## config.mk

```make
export PLATFORM = sky130hd
export DESIGN_NAME = vec_irq_ctrl
export DESIGN_NICKNAME = d
export VERILOG_FILES = /design/src/rtl/viq_pkg.sv /design/src/rtl/viq_arbiter.sv /design/src/rtl/viq_level_stack.sv /design/src/rtl/viq_vector_file.sv /design/src/rtl/vec_irq_ctrl.sv
export SDC_FILE = /design/constraint.sdc
export NUM_CORES = 1
export LEC_CHECK = 0
export CELL_PAD_IN_SITES_DETAIL_PLACEMENT = 0
export CELL_PAD_IN_SITES_GLOBAL_PLACEMENT = 1
export CORE_AREA = 4 4 153 169
export DETAILED_ROUTE_END_ITERATION = 8
export DIE_AREA = 0 0 157 173
export DONT_BUFFER_PORTS = 1
export GPL_TIMING_DRIVEN = 0
export PLACE_DENSITY = 0.6
export SYNTH_ARGS = -nofsm -noshare
export SYNTH_HDL_FRONTEND = slang
export SYNTH_SLANG_ARGS = --single-unit
```

## constraint.sdc

```tcl
create_clock -name clk -period 3.57 [get_ports clk]
set_clock_uncertainty 0.1 [all_clocks]
set_input_delay 0.8925 -clock clk [delete_from_list [all_inputs] [get_ports clk]]
set_output_delay 0.8925 -clock clk [all_outputs]
set_load 0.1 [all_outputs]
```

## src/rtl/viq_pkg.sv

```systemverilog
// Shared definitions for the vectored interrupt controller.
// Assumes the write address space is laid out as: source vectors first,
// then the non-maskable vector, then the end-of-interrupt command.
package viq_pkg;

    typedef enum logic [1:0] {
        WK_NONE    = 2'd0,
        WK_SRC_VEC = 2'd1,
        WK_NMI_VEC = 2'd2,
        WK_EOI     = 2'd3
    } wr_kind_e;

    // Classify a write address for a controller with n maskable sources.
    function automatic wr_kind_e wr_decode(input int unsigned addr, input int unsigned n);
        if (addr < n)            return WK_SRC_VEC;
        else if (addr == n)      return WK_NMI_VEC;
        else if (addr == n + 1)  return WK_EOI;
        else                     return WK_NONE;
    endfunction

endpackage

```

## src/rtl/viq_arbiter.sv

```systemverilog
// Fixed-priority selector. Picks the lowest-numbered request line whose
// level code (line+1) is strictly below the level in service. A pending
// non-maskable request wins outright unless level 0 is already in service.
// Purely combinational; assumes NUM_SRC >= 2.
module viq_arbiter #(
    parameter int NUM_SRC = 8,
    parameter int SRC_W   = 3,
    parameter int LVL_W   = 4
) (
    input  logic [NUM_SRC-1:0] irq,
    input  logic               nmi_pend,
    input  logic [LVL_W-1:0]   cur_level,
    output logic               hit,
    output logic               win_nmi,
    output logic [SRC_W-1:0]   win_num,
    output logic [LVL_W-1:0]   win_level
);

    logic             mask_hit;
    logic [SRC_W-1:0] mask_num;

    // Scan from least to most urgent so the most urgent allowed line wins.
    always_comb begin
        mask_hit = 1'b0;
        mask_num = '0;
        for (int i = NUM_SRC - 1; i >= 0; i--) begin
            if (irq[i] && (LVL_W'(i + 1) < cur_level)) begin
                mask_hit = 1'b1;
                mask_num = SRC_W'(i);
            end
        end
    end

    // Let the non-maskable request override the maskable winner.
    always_comb begin
        win_nmi = nmi_pend && (cur_level != '0);
        hit     = win_nmi || mask_hit;
        if (win_nmi) begin
            win_num   = '0;
            win_level = '0;
        end else begin
            win_num   = mask_num;
            win_level = LVL_W'(mask_num) + LVL_W'(1);
        end
    end

endmodule

```

## src/rtl/viq_level_stack.sv

```systemverilog
// Priority register plus a stack of saved levels. A push saves the current
// level and installs a more urgent one. A pop restores the last saved
// level; a pop on an empty stack is ignored. A push takes precedence over
// a pop in the same cycle. Assumes every push installs a strictly lower
// code, so DEPTH = number of codes below idle can never overflow.
module viq_level_stack #(
    parameter int              LVL_W    = 4,
    parameter int              DEPTH    = 9,
    parameter logic [LVL_W-1:0] IDLE_LVL = 4'd9
) (
    input  logic             clk,
    input  logic             rst_n,
    input  logic             push,
    input  logic [LVL_W-1:0] push_level,
    input  logic             pop,
    output logic [LVL_W-1:0] cur_level
);

    localparam int SP_W = $clog2(DEPTH + 1);

    logic [LVL_W-1:0] mem [2**SP_W];
    logic [SP_W-1:0]  sp;

    // Store the outgoing level at the stack pointer on a push.
    always_ff @(posedge clk) begin
        if (push) mem[sp] <= cur_level;
    end

    // Track the level in service and the stack pointer.
    always_ff @(posedge clk) begin
        if (!rst_n) begin
            sp        <= '0;
            cur_level <= IDLE_LVL;
        end else if (push) begin
            sp        <= sp + 1'b1;
            cur_level <= push_level;
        end else if (pop && (sp != '0)) begin
            sp        <= sp - 1'b1;
            cur_level <= mem[sp - 1'b1];
        end
    end

    a_r5_stack_room: assert property (@(posedge clk) disable iff (!rst_n)
        push |-> (sp < SP_W'(DEPTH)));

    a_r5_level_drops: assert property (@(posedge clk) disable iff (!rst_n)
        push |=> (cur_level < $past(cur_level)));

    a_r7_idle_when_empty: assert property (@(posedge clk) disable iff (!rst_n)
        (sp == '0) |-> (cur_level == IDLE_LVL));

    a_r7_empty_pop_idle: assert property (@(posedge clk) disable iff (!rst_n)
        (pop && !push && (sp == '0)) |=> (cur_level == IDLE_LVL));

endmodule

```

## src/rtl/viq_vector_file.sv

```systemverilog
// Programmable vector registers: one per maskable source plus one for the
// non-maskable source at index NUM_SRC. Entry g resets to VEC_BASE+g.
// Read is combinational; a write shows on the read port one cycle later.
module viq_vector_file #(
    parameter int NUM_SRC  = 8,
    parameter int VEC_W    = 8,
    parameter int VEC_BASE = 32,
    parameter int IDX_W    = 4
) (
    input  logic             clk,
    input  logic             rst_n,
    input  logic             wr_en,
    input  logic [IDX_W-1:0] wr_idx,
    input  logic [VEC_W-1:0] wr_data,
    input  logic [IDX_W-1:0] rd_idx,
    output logic [VEC_W-1:0] rd_vec
);

    logic [VEC_W-1:0] regs [NUM_SRC+1];

    for (genvar g = 0; g <= NUM_SRC; g++) begin : g_vec
        // Hold one vector; reload its reset value or take a matching write.
        always_ff @(posedge clk) begin
            if (!rst_n)
                regs[g] <= VEC_W'(VEC_BASE + g);
            else if (wr_en && (wr_idx == IDX_W'(g)))
                regs[g] <= wr_data;
        end
    end

    assign rd_vec = regs[rd_idx];

endmodule

```

## src/rtl/vec_irq_ctrl.sv

```systemverilog
// Prioritised vectored interrupt controller top. Combines the selector,
// the level stack and the vector file; latches non-maskable edges and
// registers the acknowledge result for one cycle. Assumes the CPU holds
// ack_i for one cycle per acknowledge and issues one end-of-interrupt per
// accepted source.
module vec_irq_ctrl #(
    parameter int NUM_SRC  = 8,
    parameter int VEC_W    = 8,
    parameter int VEC_BASE = 32
) (
    input  logic                             clk,
    input  logic                             rst_n,
    input  logic [NUM_SRC-1:0]               irq_i,
    input  logic                             nmi_i,
    input  logic                             ack_i,
    input  logic                             wr_en_i,
    input  logic [$clog2(NUM_SRC+2)-1:0]     wr_addr_i,
    input  logic [VEC_W-1:0]                 wr_data_i,
    output logic                             int_o,
    output logic                             ack_valid_o,
    output logic                             ack_nmi_o,
    output logic [$clog2(NUM_SRC)-1:0]       ack_num_o,
    output logic [VEC_W-1:0]                 ack_vec_o,
    output logic [$clog2(NUM_SRC+2)-1:0]     cur_level_o
);
    import viq_pkg::*;

    localparam int SRC_W  = $clog2(NUM_SRC);
    localparam int LVL_W  = $clog2(NUM_SRC + 2);
    localparam int ADDR_W = $clog2(NUM_SRC + 2);
    localparam int IDX_W  = $clog2(NUM_SRC + 1);
    localparam int DEPTH  = NUM_SRC + 1;
    localparam logic [LVL_W-1:0] IDLE_LVL = LVL_W'(NUM_SRC + 1);

    logic             nmi_q, nmi_pend;
    logic             hit, win_nmi, accept;
    logic [SRC_W-1:0] win_num;
    logic [LVL_W-1:0] win_level, cur_level;
    logic [VEC_W-1:0] win_vec;
    logic [IDX_W-1:0] rd_idx, wr_idx;
    logic             vec_we, eoi;
    wr_kind_e         kind;

    // Classify the write port access.
    always_comb begin
        kind   = wr_decode(int'(wr_addr_i), NUM_SRC);
        vec_we = wr_en_i && ((kind == WK_SRC_VEC) || (kind == WK_NMI_VEC));
        eoi    = wr_en_i && (kind == WK_EOI);
        wr_idx = (kind == WK_SRC_VEC) ? IDX_W'(wr_addr_i) : IDX_W'(NUM_SRC);
        rd_idx = win_nmi ? IDX_W'(NUM_SRC) : IDX_W'(win_num);
    end

    assign accept = ack_i && hit;
    assign int_o  = hit;

    // Latch a rising edge of the non-maskable input until it is accepted.
    always_ff @(posedge clk) begin
        if (!rst_n) begin
            nmi_q    <= 1'b0;
            nmi_pend <= 1'b0;
        end else begin
            nmi_q <= nmi_i;
            if (nmi_i && !nmi_q)
                nmi_pend <= 1'b1;
            else if (accept && win_nmi)
                nmi_pend <= 1'b0;
        end
    end

    // Register the acknowledge result for the CPU.
    always_ff @(posedge clk) begin
        if (!rst_n) begin
            ack_valid_o <= 1'b0;
            ack_nmi_o   <= 1'b0;
            ack_num_o   <= '0;
            ack_vec_o   <= '0;
        end else begin
            ack_valid_o <= accept;
            if (accept) begin
                ack_nmi_o <= win_nmi;
                ack_num_o <= win_num;
                ack_vec_o <= win_vec;
            end
        end
    end

    viq_arbiter #(.NUM_SRC(NUM_SRC), .SRC_W(SRC_W), .LVL_W(LVL_W)) u_arb (
        .irq       (irq_i),
        .nmi_pend  (nmi_pend),
        .cur_level (cur_level),
        .hit       (hit),
        .win_nmi   (win_nmi),
        .win_num   (win_num),
        .win_level (win_level)
    );

    viq_level_stack #(.LVL_W(LVL_W), .DEPTH(DEPTH), .IDLE_LVL(IDLE_LVL)) u_stack (
        .clk        (clk),
        .rst_n      (rst_n),
        .push       (accept),
        .push_level (win_level),
        .pop        (eoi),
        .cur_level  (cur_level)
    );

    viq_vector_file #(.NUM_SRC(NUM_SRC), .VEC_W(VEC_W), .VEC_BASE(VEC_BASE),
                      .IDX_W(IDX_W)) u_vec (
        .clk     (clk),
        .rst_n   (rst_n),
        .wr_en   (vec_we),
        .wr_idx  (wr_idx),
        .wr_data (wr_data_i),
        .rd_idx  (rd_idx),
        .rd_vec  (win_vec)
    );

    assign cur_level_o = cur_level;

    a_r3_ack_needs_int: assert property (@(posedge clk) disable iff (!rst_n)
        ack_valid_o |-> $past(ack_i && int_o));

    a_r6_winner_outranks: assert property (@(posedge clk) disable iff (!rst_n)
        (ack_valid_o && !ack_nmi_o) |-> ((LVL_W'(ack_num_o) + LVL_W'(1)) < $past(cur_level)));

    a_r8_nmi_not_nested: assert property (@(posedge clk) disable iff (!rst_n)
        (ack_valid_o && ack_nmi_o) |-> ($past(cur_level) != '0));

    a_r5_level_matches_ack: assert property (@(posedge clk) disable iff (!rst_n)
        ack_valid_o |-> (cur_level == (ack_nmi_o ? '0 : LVL_W'(ack_num_o) + LVL_W'(1))));

    a_r9_no_ack_without_int: assert property (@(posedge clk) disable iff (!rst_n)
        (ack_i && !int_o && !eoi) |=> (!ack_valid_o && $stable(cur_level)));

endmodule

```

# ---- After elaboration in Yosys (flattened, before gate mapping)
# Memory sizes are Yosys's and may differ from the RTL's. A register that Yosys moved wholly into a read port is not among the register bits.
# Cells that the tools add are included.
dict set report word_totals {
  memories 2
  reg_bits 15
  out_inout_bits 18
  elab_cells 144
  ram_bits 136
}
# memory depth width rd rd_ports_with_merged_regs write_ports line_no
set mem_list {}
lappend mem_list {u_vec.regs 9 8 1 1 9 viq_vector_file.sv:19} ;# logic [VEC_W-1:0] regs [NUM_SRC+1];
lappend mem_list {u_stack.mem 16 4 1 0 1 viq_level_stack.sv:21} ;# logic [LVL_W-1:0] mem [2**SP_W];
dict set report op_classes {
  n_addsub 3
  mux 68
  eq_ne 13
  n_bitwise 9
  order_cmp 9
  reduce_logical 33
}
# op n
set op_table {}
lappend op_table {{two-way mux 8 bit} 9}
lappend op_table {{two-way mux 1 bit} 40}
lappend op_table {{two-way mux 4 bit} 7}
lappend op_table {{two-way mux 3 bit} 9}
lappend op_table {{logical AND 1 bit} 24}
lappend op_table {{equality test 4 x 3 -> 1 bit, second input constant} 4}
lappend op_table {{< comparator 3 x 4 -> 1 bit, first input constant} 4}
lappend op_table {{equality test 4 bit, second input constant} 3}
lappend op_table {{OR 1 bit} 9}
lappend op_table {{equality test 4 x 2 -> 1 bit, second input constant} 2}
lappend op_table {{< comparator 2 x 4 -> 1 bit, first input constant} 2}
lappend op_table {{nonzero test 4 bit} 2}
lappend op_table {{two-way mux 2 bit} 3}
lappend op_table {{adder 3 x 1 -> 4 bit, second input constant} 1}
lappend op_table {{adder 4 x 1 -> 4 bit, second input constant} 1}
lappend op_table {{equality test 2 bit, second input constant} 2}
lappend op_table {{equality test 4 x 1 -> 1 bit, second input constant} 1}
lappend op_table {{zero test 4 bit} 1}
lappend op_table {{< comparator 1 x 4 -> 1 bit, first input constant} 1}
lappend op_table {{< comparator 4 bit, first input constant} 1}
lappend op_table {{< comparator 4 bit, second input constant} 1}
lappend op_table {{nonzero test 2 bit} 2}
lappend op_table {{subtractor 4 x 1 -> 4 bit, second input constant} 1}
lappend op_table {{equality test 2 x 1 -> 1 bit, second input constant} 1}
lappend op_table {{2 further kinds} 4}

# ---- Depth between registers and ports, before layout
dict set report logic_depth {
  ltp_word 15
  ltp_mapped 11
  depth_no_buf 10
}

# ---- Modules after synthesis
# Synthesis repeated with hierarchy kept, for this count alone.
dict set report unflattened {
  hier_cells 588
  area_unflattened_um2 7768.7
}
# module n_inst cells_each area_each_um2
set modules_own_cells {}
lappend modules_own_cells {viq_vector_file 1 251 3452.1}
lappend modules_own_cells {viq_level_stack 1 214 3249.4}
lappend modules_own_cells {vec_irq_ctrl 1 78 750.7}
lappend modules_own_cells {viq_arbiter 1 45 316.6}

# ---- Least setup slack after synthesis
# OpenSTA, ideal clock, no wires.
dict set report synth_timing {
  kind {register to output}
  start {reg u_stack.cur_level[3]}
  end {out int_o}
  arrival_ps 2700
  path_slack_ps -123
  path_stages_with_launch 6
  n_path_buf 1
  required_ps 2578
  path_cell_list {dfxtp_1 buf_2 nor2_1 a21oi_1 nor3_1 nand2_1}
}
dict set report synth_between {
  elab_chain_cells 11
  elab_cells_between_ends 27
}
# item line_no
set synth_rtl {}
lappend synth_rtl {{start, declared} viq_level_stack.sv:16} ;# output logic [LVL_W-1:0] cur_level
lappend synth_rtl {{start signal, assigned} viq_level_stack.sv:36} ;# cur_level <= push_level;
lappend synth_rtl {{start signal, assigned} viq_level_stack.sv:39} ;# cur_level <= mem[sp - 1'b1];
lappend synth_rtl {{< comparator 4 bit} viq_arbiter.sv:27} ;# if (irq[i] && (LVL_W'(i + 1) < cur_level)) begin
lappend synth_rtl {{logical AND 1 bit} viq_arbiter.sv:27}
lappend synth_rtl {{two-way mux 1 bit (8 in series)} viq_arbiter.sv:27}
lappend synth_rtl {{logical OR 1 bit *} viq_arbiter.sv:37} ;# hit = win_nmi || mask_hit;
lappend synth_rtl {{end, declared} vec_irq_ctrl.sv:19} ;# output logic int_o,
# Mark *: on every way between the ends. The rest lies on a longest branch, timed or not.

# ---- Worst setup path in the final report
dict set report layout_timing {
  start {reg u_stack.cur_level[0]}
  end {out int_o}
}
# The elaborated chain is that of the path after synthesis.

==> run_results.csv <==
group,metric,value,unit
status,status,"complete, no violations",
floorplan,start_util,29.5,%
timing,setup_viol,0,
clock_network,cts_root_buffer,"clkbuf_16",
logic_synthesis,synth.area.mux_share,9.11,%
timing,slew_violations,0,
final_layout,nFillCells,2355,
routing,drc,0,
logic_synthesis,synth_edf_count,136,
clock_network,htree_num_levels,4,
worst_setup_path,rr_worst_depth,9,
floorplan,core-area,24200,sq um
final_layout,layout-drive-gt1-share,16.5,%
logic_synthesis,synth_most_common_cell,"edfxtp_1",
logic_synthesis,synth.top_cell.area_share,57.1,%
clock_network,clock_sinks,159,
timing,rsz0062_at_grt,"true",
pwr,ir_drop,0.330,mV
pwr,p_per_area,574,nW/um^2
clock_network,insertion_delay,420,ps
global_routing,grt_start_max_net_pins,23,
worst_hold_path,hold_path_end,"ack_num_o[2]",
routing,drt_iter0_drc,266,
logic_synthesis,avgSynthCellArea,13.9,sq um
run,cap_violations,0,
floorplan,rows,60,
worst_hold_path,min_from,"ack_i",
logic_synthesis,synth_commonest_cells,"edfxtp_1 (136), and2_1 (53), nor2_1 (30)",
timing,worstMarginPinSlew,1270,ps
clock_network,cts_setup_buffers,0,
placement,dp_slack,-1040,ps
worst_setup_path,crit_slowest_cell,"or4_4",
global_routing,antenna_found_initial,0,
global_routing,grtUsageTotal,13.7,%
routing,first_pass_iters,4,
worst_setup_path,r2r_slack,230,ps
timing,postLayoutSetupSlackWorst,73.2,ps
logic_synthesis,yosys.area.top_type,"edfxtp_1",
timing,relSlewSlack,14.4,%
floorplan,num_io_pins,43,
worst_hold_path,holdPathStages,1,
placement,io_buffers,0,
logic_synthesis,synthFlopType,"edfxtp_1",
placement,place.gp.congestion,0.818,
worst_setup_path,worst_ep_arrival_time,2500,ps
routing,routed_via_density,5.02,
logic_synthesis,ys_seq_area_share,63.5,%
logic_synthesis,yosys.area_share.simple,13.7,%
global_routing,grt_pass1_wl,27400,um
final_layout,fin_area,8200,sq um
logic_synthesis,synth_top_family_by_area,"simple AND/OR/NAND/NOR gates",
clock_network,cts_tree,"done",
timing,max_freq,0.286,GHz
logic_synthesis,synth_xor_area_share,0.490,%
timing,period_share,98.0,%
worst_setup_path,setup.worst_path.start_class,"flop",
worst_hold_path,hold_path.class,"in -> reg",
clock_network,hold_buffers,0,
floorplan,die-height,173,um
floorplan,die-area,27200,sq um
worst_setup_path,r2r-end,"u_stack.cur_level[2]",
logic_synthesis,synth_area_leaders,"edfxtp_1 (57%), dfxtp_1 (6.4%), mux4_2 (6.3%)",
clock_network,cts_buffers,17,
worst_setup_path,max_stage_delay,510,ps
worst_setup_path,critical_path_required,2580,ps
logic_synthesis,synth_cell_types,53,
placement,dpl_cell_area,7550,sq um
routing,wire_per_inst,21.1,um
logic_synthesis,syn_area,7160,sq um
clock_network,cts_max_path_buffers,2,
worst_setup_path,cp_max_fo,18,
worst_setup_path,critPathKind,"reg -> out",
logic_synthesis,async_flop_share,0,%
global_routing,overflow,0,
logic_synthesis,synth-compound-area-share,9.65,%
final_layout,syn_to_final_growth,14.6,%
timing,timing.final.crit_period,3500,ps
timing,hold_viol_final,0,
logic_synthesis,syn_nets,548,
floorplan,die-width,157,um
routing,num_vias,4300,
placement,dpl.hpwl,13400,um
final_layout,antenna_cells,0,
pwr,leakagePower,0.00271,uW
logic_synthesis,synth_adder_area_share,1.22,%
logic_synthesis,ys.warnings.count,0,
logic_synthesis,synth_cells,516,
routing,totalWireLength,18100,um
clock_network,clk_pin_slew,60,ps
logic_synthesis,synth_seq_cells,159,
routing,antenna_left,0,
worst_setup_path,worstSetupEndpointType,"output port",
worst_setup_path,crit_chain,"buf_2 > or4_4 > and2_4 > buf_6 > nor3_2 > nand2_4",
worst_setup_path,r2r_start,"u_stack.sp[0]",
final_layout,nets,566,
global_routing,grt_pass1_vias,4424,
## stage by stage
step | util, % | instances | setup TNS [ps] | hold slack (ps) | power (uW)
final | 33.8 | 857 | 0 | 472 | 4710
after global placement | 31.1 | 826 | -29690 | 475 | 2870
after detailed placement | 31.1 | 826 | -13270 | 474 | 2890
after CTS | 33.8 | 857 | 0 | 450 | 4750
after floorplan | - | 516 | 0 | 408 | 2700
after global routing | 33.8 | 857 | -2.41 | 451 | 4900
## registers in the layout, summed over array words and instances (netlist names)
signal and cells:
ack_vec_o 8, ack_nmi_o 1, u_stack.sp 4, u_stack.mem 64
ack_valid_o 1, u_vec.regs 72, nmi_pend 1, nmi_q 1
u_stack.cur_level 4, ack_num_o 3
## worst max-delay path by stage
stage	from	to	slack (ps)	depth (start not counted)
2_1_floorplan	u_stack.cur_level[2]	int_o	90	6
3_3_place_gp	u_stack.sp[0]	u_stack.cur_level[2]	-930	10
3_5_place_dp	u_stack.sp[0]	u_stack.cur_level[2]	-1040	10
4_1_cts	u_stack.cur_level[0]	u_stack.mem[11][0]	60	7
5_1_grt	u_stack.cur_level[0]	int_o	-2	6
6_report	u_stack.cur_level[0]	int_o	70	6
## cell families after synthesis
kind of cell | count (synthesis)
compound gates | 97
xor+xnor | 4
fa+ha+maj | 7
buf+inv | 36
flops | 159
mux | 40
simple gates | 173
## power breakdown
part,switching [uW],internal [uW]
Sequential,203,2110
Clock,745,1110
Combinational,325,210
Total,1270,3430
## per-layer routing
metal / wire [um] / track usage (%) / vias up
li1: - / - / 2050
met2: 9580 / 23.6 / 113
met3: 1160 / 4.56 / 16
met5: 0 / 0 / -
met1: 7080 / 15.8 / 2121
met4: 298 / 4.41 / 0
## placed cells by master, fill, tap and decap left out, drive strengths merged, types with 3 or more instances in the layout
| cell type | count |
|---|---|
| a21oi | 18 |
| and2 | 54 |
| and3 | 8 |
| and4 | 4 |
| and4b | 4 |
| buf | 10 |
| bufinv | 3 |
| clkbuf | 36 |
| clkinv | 6 |
| dfxtp | 23 |
| edfxtp | 136 |
| ha | 7 |
| inv | 10 |
| mux2i | 19 |
| mux4 | 20 |
| nand2 | 20 |
| nand3 | 7 |
| nor2 | 31 |
| nor3 | 8 |
| o211ai | 11 |
| o21a | 5 |
| o21ai | 25 |
| o221a | 8 |
| o221ai | 13 |
| o32ai | 3 |
| or3 | 26 |
| xnor2 | 3 |
## cell type report
cell class,instances,area (sq um),share of cell area (%)
sequential,159,4560,55.6
clock buffer,17,425,5.19
clock inverter,15,184,2.24
tap,310,388,4.73
inverter,6,22.5,0.275
buffer,29,148,1.80
multi-input combinational,321,2470,30.2
## critical path: cells and delay by family, from the launching register on
kind          cells  cell delay (ps)
buf+inv           2              390
flops             1              480
simple gates      4             1210
## what timing repair did
action,4_1_cts,5_1_grt
resized for setup,15,4
endpoints found under the hold margin,0,0
setup endpoints to repair,62,43
Note: power is estimated with default switching activity, not from simulation.
